$ cat src/rtl/mapper_pkg.sv
package mapper_pkg;
  typedef struct packed {
    logic host;
    logic wp;
    logic nx;
  } map_attr_t;
endpackage

$ cat src/rtl/map_table.sv
module map_table import mapper_pkg::*; #(
  parameter int IDX_W   = 6,
  localparam int ENTRIES = 1 << IDX_W
) (
  input  logic             clk_i,
  input  logic             rst_ni,
  input  logic             lock_i,
  input  logic             we_i,
  input  logic [IDX_W-1:0] wr_idx_i,
  input  map_attr_t        wr_attr_i,
  input  logic [IDX_W-1:0] wr_xlat_i,
  input  logic [IDX_W-1:0] rd_idx_i,
  output map_attr_t        attr_o,
  output logic [IDX_W-1:0] xlat_o
);
  map_attr_t [ENTRIES-1:0]             attr_q;
  logic      [ENTRIES-1:0][IDX_W-1:0]  xlat_q;

  always_ff @(posedge clk_i or negedge rst_ni) begin
    if (!rst_ni) begin
      for (int i = 0; i < ENTRIES; i++) begin
        attr_q[i] <= '0;
        xlat_q[i] <= IDX_W'(i);
      end
    end else if (we_i && !lock_i) begin
      attr_q[wr_idx_i] <= wr_attr_i;
      xlat_q[wr_idx_i] <= wr_xlat_i;
    end
  end

  assign attr_o = attr_q[rd_idx_i];
  assign xlat_o = xlat_q[rd_idx_i];

  assert_locked_R7: assert property (@(posedge clk_i) disable iff (!rst_ni)
    (we_i && lock_i) |=> ($stable(attr_q) && $stable(xlat_q)));
  assert_wr_R9: assert property (@(posedge clk_i) disable iff (!rst_ni)
    (we_i && !lock_i) |=> (attr_q[$past(wr_idx_i)] == $past(wr_attr_i)));
endmodule

$ cat src/rtl/map_decode.sv
module map_decode import mapper_pkg::*; #(
  parameter int ADDR_W = 16,
  parameter int OFS_W  = 10,
  localparam int IDX_W = ADDR_W - OFS_W
) (
  input  logic              valid_i,
  input  logic              wr_i,
  input  logic [ADDR_W-1:0] addr_i,
  input  map_attr_t         attr_i,
  input  logic [IDX_W-1:0]  xlat_i,
  output logic              host_sel_o,
  output logic              tgt_sel_o,
  output logic              wr_en_o,
  output logic [ADDR_W-1:0] phys_o,
  output logic              viol_o
);
  logic present;
  assign present    = valid_i && !attr_i.nx;
  assign host_sel_o = present && attr_i.host;
  assign tgt_sel_o  = present && !attr_i.host;
  assign wr_en_o    = present && wr_i && !attr_i.wp;
  assign viol_o     = valid_i && (attr_i.nx || (wr_i && attr_i.wp));
  assign phys_o     = attr_i.host ? {xlat_i, addr_i[OFS_W-1:0]} : addr_i;
endmodule

$ cat src/rtl/brk_latch.sv
module brk_latch #(
  parameter int ADDR_W = 16
) (
  input  logic              clk_i,
  input  logic              rst_ni,
  input  logic              viol_i,
  input  logic [ADDR_W-1:0] addr_i,
  input  logic              wr_i,
  input  logic              clr_i,
  output logic              brk_o,
  output logic [ADDR_W-1:0] addr_o,
  output logic              wr_o
);
  logic              brk_q, wr_q;
  logic [ADDR_W-1:0] addr_q;

  always_ff @(posedge clk_i or negedge rst_ni) begin
    if (!rst_ni) begin
      brk_q  <= 1'b0;
      addr_q <= '0;
      wr_q   <= 1'b0;
    end else if (viol_i && (!brk_q || clr_i)) begin
      brk_q  <= 1'b1;
      addr_q <= addr_i;
      wr_q   <= wr_i;
    end else if (clr_i) begin
      brk_q  <= 1'b0;
    end
  end

  assign brk_o  = brk_q;
  assign addr_o = addr_q;
  assign wr_o   = wr_q;

  assert_brk_set_R6: assert property (@(posedge clk_i) disable iff (!rst_ni)
    viol_i |=> brk_q);
  assert_brk_hold_R6: assert property (@(posedge clk_i) disable iff (!rst_ni)
    (brk_q && !clr_i) |=> (brk_q && $stable(addr_q) && $stable(wr_q)));
  assert_brk_clr_R6: assert property (@(posedge clk_i) disable iff (!rst_ni)
    (clr_i && !viol_i) |=> !brk_q);
endmodule

$ cat src/rtl/mem_mapper.sv
module mem_mapper import mapper_pkg::*; #(
  parameter int ADDR_W = 16,
  parameter int OFS_W  = 10,
  localparam int IDX_W = ADDR_W - OFS_W
) (
  input  logic              clk_i,
  input  logic              rst_ni,
  input  logic              emu_run_i,
  input  logic              cfg_we_i,
  input  logic [IDX_W-1:0]  cfg_idx_i,
  input  logic              cfg_host_i,
  input  logic              cfg_wp_i,
  input  logic              cfg_nx_i,
  input  logic [IDX_W-1:0]  cfg_xlat_i,
  input  logic              bus_valid_i,
  input  logic              bus_wr_i,
  input  logic [ADDR_W-1:0] bus_addr_i,
  output logic              host_sel_o,
  output logic              tgt_sel_o,
  output logic              wr_en_o,
  output logic [ADDR_W-1:0] phys_addr_o,
  input  logic              brk_clr_i,
  output logic              brk_o,
  output logic [ADDR_W-1:0] brk_addr_o,
  output logic              brk_wr_o
);
  map_attr_t        cfg_attr, attr;
  logic [IDX_W-1:0] xlat;
  logic             viol;

  assign cfg_attr = '{host: cfg_host_i, wp: cfg_wp_i, nx: cfg_nx_i};

  map_table #(.IDX_W(IDX_W)) u_table (
    .clk_i, .rst_ni,
    .lock_i(emu_run_i), .we_i(cfg_we_i), .wr_idx_i(cfg_idx_i),
    .wr_attr_i(cfg_attr), .wr_xlat_i(cfg_xlat_i),
    .rd_idx_i(bus_addr_i[ADDR_W-1:OFS_W]), .attr_o(attr), .xlat_o(xlat)
  );

  map_decode #(.ADDR_W(ADDR_W), .OFS_W(OFS_W)) u_dec (
    .valid_i(bus_valid_i), .wr_i(bus_wr_i), .addr_i(bus_addr_i),
    .attr_i(attr), .xlat_i(xlat),
    .host_sel_o, .tgt_sel_o, .wr_en_o, .phys_o(phys_addr_o), .viol_o(viol)
  );

  brk_latch #(.ADDR_W(ADDR_W)) u_brk (
    .clk_i, .rst_ni, .viol_i(viol), .addr_i(bus_addr_i), .wr_i(bus_wr_i),
    .clr_i(brk_clr_i), .brk_o, .addr_o(brk_addr_o), .wr_o(brk_wr_o)
  );

  assert_ofs_R1: assert property (@(posedge clk_i) disable iff (!rst_ni)
    phys_addr_o[OFS_W-1:0] == bus_addr_i[OFS_W-1:0]);
  assert_wp_R4: assert property (@(posedge clk_i) disable iff (!rst_ni)
    wr_en_o |-> (bus_wr_i && (host_sel_o || tgt_sel_o) && !attr.wp));
  assert_nx_R5: assert property (@(posedge clk_i) disable iff (!rst_ni)
    (bus_valid_i && attr.nx) |-> (!host_sel_o && !tgt_sel_o && !wr_en_o));
  assert_excl_R2: assert property (@(posedge clk_i) disable iff (!rst_ni)
    $countones({host_sel_o, tgt_sel_o}) <= 1);
endmodule

$ cat config.mk
export PLATFORM = sky130hd
export DESIGN_NAME = mem_mapper
export DESIGN_NICKNAME = d
export VERILOG_FILES = /design/src/rtl/mapper_pkg.sv /design/src/rtl/map_table.sv /design/src/rtl/map_decode.sv /design/src/rtl/brk_latch.sv /design/src/rtl/mem_mapper.sv
export SDC_FILE = /design/constraint.sdc
export NUM_CORES = 1
export LEC_CHECK = 0
export BUFFER_PORTS_ARGS = -buffer_cell sky130_fd_sc_hd__buf_2
export CAP_MARGIN = 5
export CORE_MARGIN = 3
export CORE_UTILIZATION = 40
export DETAILED_ROUTE_END_ITERATION = 8
export GPL_TIMING_DRIVEN = 0
export HOLD_SLACK_MARGIN = 0.12
export PLACE_DENSITY = 0.63
export SYNTH_ARGS = -nofsm -noshare
export SYNTH_HDL_FRONTEND = slang
export SYNTH_SLANG_ARGS = --single-unit
export TNS_END_PERCENT = 30
$ cat constraint.sdc
create_clock -name clk_i -period 4.5 [get_ports clk_i]
set_input_delay 0.9 -clock clk_i [delete_from_list [all_inputs] [get_ports clk_i]]
set_output_delay 0.9 -clock clk_i [all_outputs]
set_load 0.01 [all_outputs]
==> impl_results.md <==
* Congestion Overflow GR at 0
* Final nets at 1844
* Max Cap Violations at 0
* Per-cell routed wire length at 28.8 um
* Final Hold Slack at 0.263 ns
* Arr. time, crit path at 3.59 ns
* Max frequency at 0.223 GHz
* Netlist Area Pre-Place at 27300 um^2
* Status: completed
* Internal power at 9.86 mW
* Clk_lat worst skew at 0.60 ns
* Clock share of power at 40.9%
* Kind of critical path: input port to output pin
* CTS tree: yes
* M1 GR Usage at 31.0%
* Met3 global-route usage at 4.24%
* Initial Util at 40.5%
* Initial antenna violation count at 6
* Core ar. at 67400 um^2
* RSZ-0062 raised after global routing: yes
* Count of warnings emitted by yosys at 0
* Num CTS Buffers at 66
* Clock Path Buffers at 3
* Detail Route Antenna Nets at 0
* Die ar. at 71400 um^2
* Final Critical Period at 4.49 ns
* Clk slew on worst S/H paths at 0.05 ns
* CP Capture Type: output pin
* Fin crit share at 99.8%
* Filler cells at 5739
* Die Wd at 267 um
* DP Cell Count at 2607
* Max Fanout on Critical Path at 11
* Detailed Routing Iterations Pass 1 at 5
* Final Hold Vio Count at 0
* Pins Over Slew Limit at 0
* Leakage dissipation at 14.0 nW
* Type of the worst min-delay path: input port to async pin
* Die Span Y at 267 um
* Fin cells at 2733
* Combinational Power Share at 11.6%
* Switching power at 3.09 mW
* CTS Sinks at 594
* Finished Core Util at 46.8%
* Synth Flop Type: dfrtp_1
* Worst-Margin Slew at 1.37 ns
* Seq/Total Area, Yosys at 55.3%
* Root buf cell: clkbuf_16
* Req. time, crit path at 3.60 ns
* Via density at 5.85
* Syn_area_per_cell at 16.4 um^2
* # DRC at 0
* Netlist cell types at 38
* Cells after synthesis at 1661
* IO Pins at 75
* Vias in the first global route at 17.0k
* Row count at 95
* Final wirelength at 78600 um
* Final count of negative-setup-slack endpoints at 0
* CTS Hold Bufs at 0
* PwrDens at 411 nW/um^2
* EDFF count, synth at 0
* Area Growth Syn to Fin at 15.5%
* Grt met2 use at 36.1%
* DR vias at 16.0k
* DP HPWL at 53700 um
* Final Skew at 0.0206 ns
* Cell area after placement at 29000 um^2
* Fin area at 31500 um^2
* Setup slack after layout at 0.00923 ns
* Top Usage Layer GRT: met2
* Routability congestion estimate at 0.818
* Synthesized Nets at 1699
* Asr flop ratio synth at 100%
* Sw Share at 23.9%
* Slew margin rel. at 8.45%
* Crit start category: input port
* Pin count of the biggest net entering global routing at 120
* Seq pwr share at 47.5%
* GRT Overall Usage at 22.5%
* PortBufs at 60
* Peak VDD IR at 227 uV
* 1st-iter DRT viols at 1355
* First-pass GRT wire length at 116000 um
* Layout cell share with drive strength beyond 1 at 65.2%
* DP Worst Slack at -1.48 ns
* H-tree depth at 3
* #FFs+latches synth at 594
## worst paths after layout
path | startpoint | end | slack [ns] | cells after the start
max | bus_addr_i[10] | phys_addr_o[14] | 0.009 | 8
min | rst_ni | u_table.xlat_q[29] | 0.26 | 1
max reg2reg | u_table.attr_q[45] | u_brk.addr_o[10] | 1.65 | 7
min reg2reg | u_brk.addr_o[0] | u_brk.addr_o[0] | 0.50 | 1
max in group asynchronous | rst_ni | u_table.xlat_q[337] | 1.82 | 5
min in group clk_i | u_brk.addr_o[0] | u_brk.addr_o[0] | 0.50 | 1
## area by class of cell
| cell class | instances | area [um^2] | area share, % |
|---|---|---|---|
| Sequential cell | 594 | 15100 | 47.9 |
| Multi-Input combinational cell | 927 | 11600 | 36.8 |
| Clock buffer | 113 | 2050 | 6.51 |
| Tap cell | 873 | 1090 | 3.46 |
| Buffer | 136 | 975 | 3.09 |
| Timing Repair Buffer | 77 | 606 | 1.92 |
| Clock inverter | 7 | 67.6 | 0.214 |
| Inverter | 4 | 15.0 | 0.0476 |
| Antenna cell | 2 | 5.00 | 0.0159 |
## critical path, stage by stage
cell,delay [ns]
buf_16,0.15
buf_12,0.17
buf_12,0.17
mux4_2,0.54
mux4_2,0.54
mux4_2,0.61
mux2_2,0.32
buf_2,0.15
## state kept, by name (all words and copies together), names as in the netlist
register,count
u_table.xlat_q,384
u_table.attr_q,192
u_brk.addr_o,16
u_brk.brk_o,1
u_brk.wr_o,1
## power by group through the flow
stage          Combinational [mW]  Sequential, mW  Clock, mW
6_report                     1.50            6.15       5.30
5_1_grt                      1.61            6.20       5.61
4_1_cts                      1.52            6.14       5.39
3_5_place_dp                 1.47            6.23          0
3_3_place_gp                 1.41            6.19          0
2_1_floorplan               0.938            6.18          0
## kinds of logic (layout without fill, tap and decap cells)
logic type	Yosys count	count (layout)	synth area share (%)
buf+inv	140	337	2.35
other cells	0	2	0
compound gates	19	19	0.568
simple gates	117	117	2.00
mux	791	791	39.8
flops	594	594	55.3
## cell usage after synthesis (2+ instances only)
library cell | instances | area share, %
nand3_1 | 6 | 0.11
mux2_2 | 598 | 25
buf_4 | 20 | 0.55
mux2i_1 | 18 | 0.66
or3b_2 | 4 | 0.13
and3b_1 | 3 | 0.096
clkbuf_1 | 80 | 1.1
buf_1 | 18 | 0.25
nand2b_1 | 2 | 0.046
a22oi_1 | 4 | 0.11
nand2_1 | 45 | 0.62
and2_1 | 2 | 0.046
nand3b_1 | 6 | 0.16
nor3_1 | 2 | 0.037
nor3b_1 | 5 | 0.14
mux4_2 | 175 | 14
buf_6 | 3 | 0.12
nor2_1 | 38 | 0.52
dfstp_2 | 192 | 18
buf_2 | 15 | 0.27
o221ai_1 | 2 | 0.064
a221oi_1 | 4 | 0.13
inv_1 | 3 | 0.041
dfrtp_1 | 402 | 37
## per-stage QoR
stage / power (mW) / setup TNS (ns)
after floorplan: 7.12 / 0
after global placement: 7.60 / -4668.45
after detailed placement: 7.70 / -9.86
after CTS: 13.1 / 0
after global routing: 13.4 / -0.0162
final: 13.0 / 0
## layer usage
| layer | part of all wire (%) | routed length (um) | vias up |
|---|---|---|---|
| li1 | - | - | 6514 |
| met1 | 44 | 34400 | 8758 |
| met2 | 47 | 37200 | 539 |
| met3 | 5.9 | 4640 | 173 |
| met4 | 3.0 | 2370 | 4 |
| met5 | 0.033 | 26 | - |
## repair_timing
action	CTS	global route
setup endpoints to repair	8	6
gates resized for setup	116	8
pin swaps	0	1
cloned	1	0
buffers inserted	1	0
## cells in the final DEF (no fill, tap or decap), drive strengths merged, types with 2 or more instances in the layout
cell    instances
mux2i          18
o221ai          2
nand3b          6
nand2b          2
a22oi           4
mux2          598
and2            2
nor2           38
nand2          45
diode           2
and3b           3
a221oi          4
dfstp         192
nor3            2
nand3           6
clkbuf        194
mux4          175
buf           132
or3b            4
clkinv          4
dfrtp         402
o22ai           2
inv             6
nor3b           5
(Power assumes the default switching activity.)
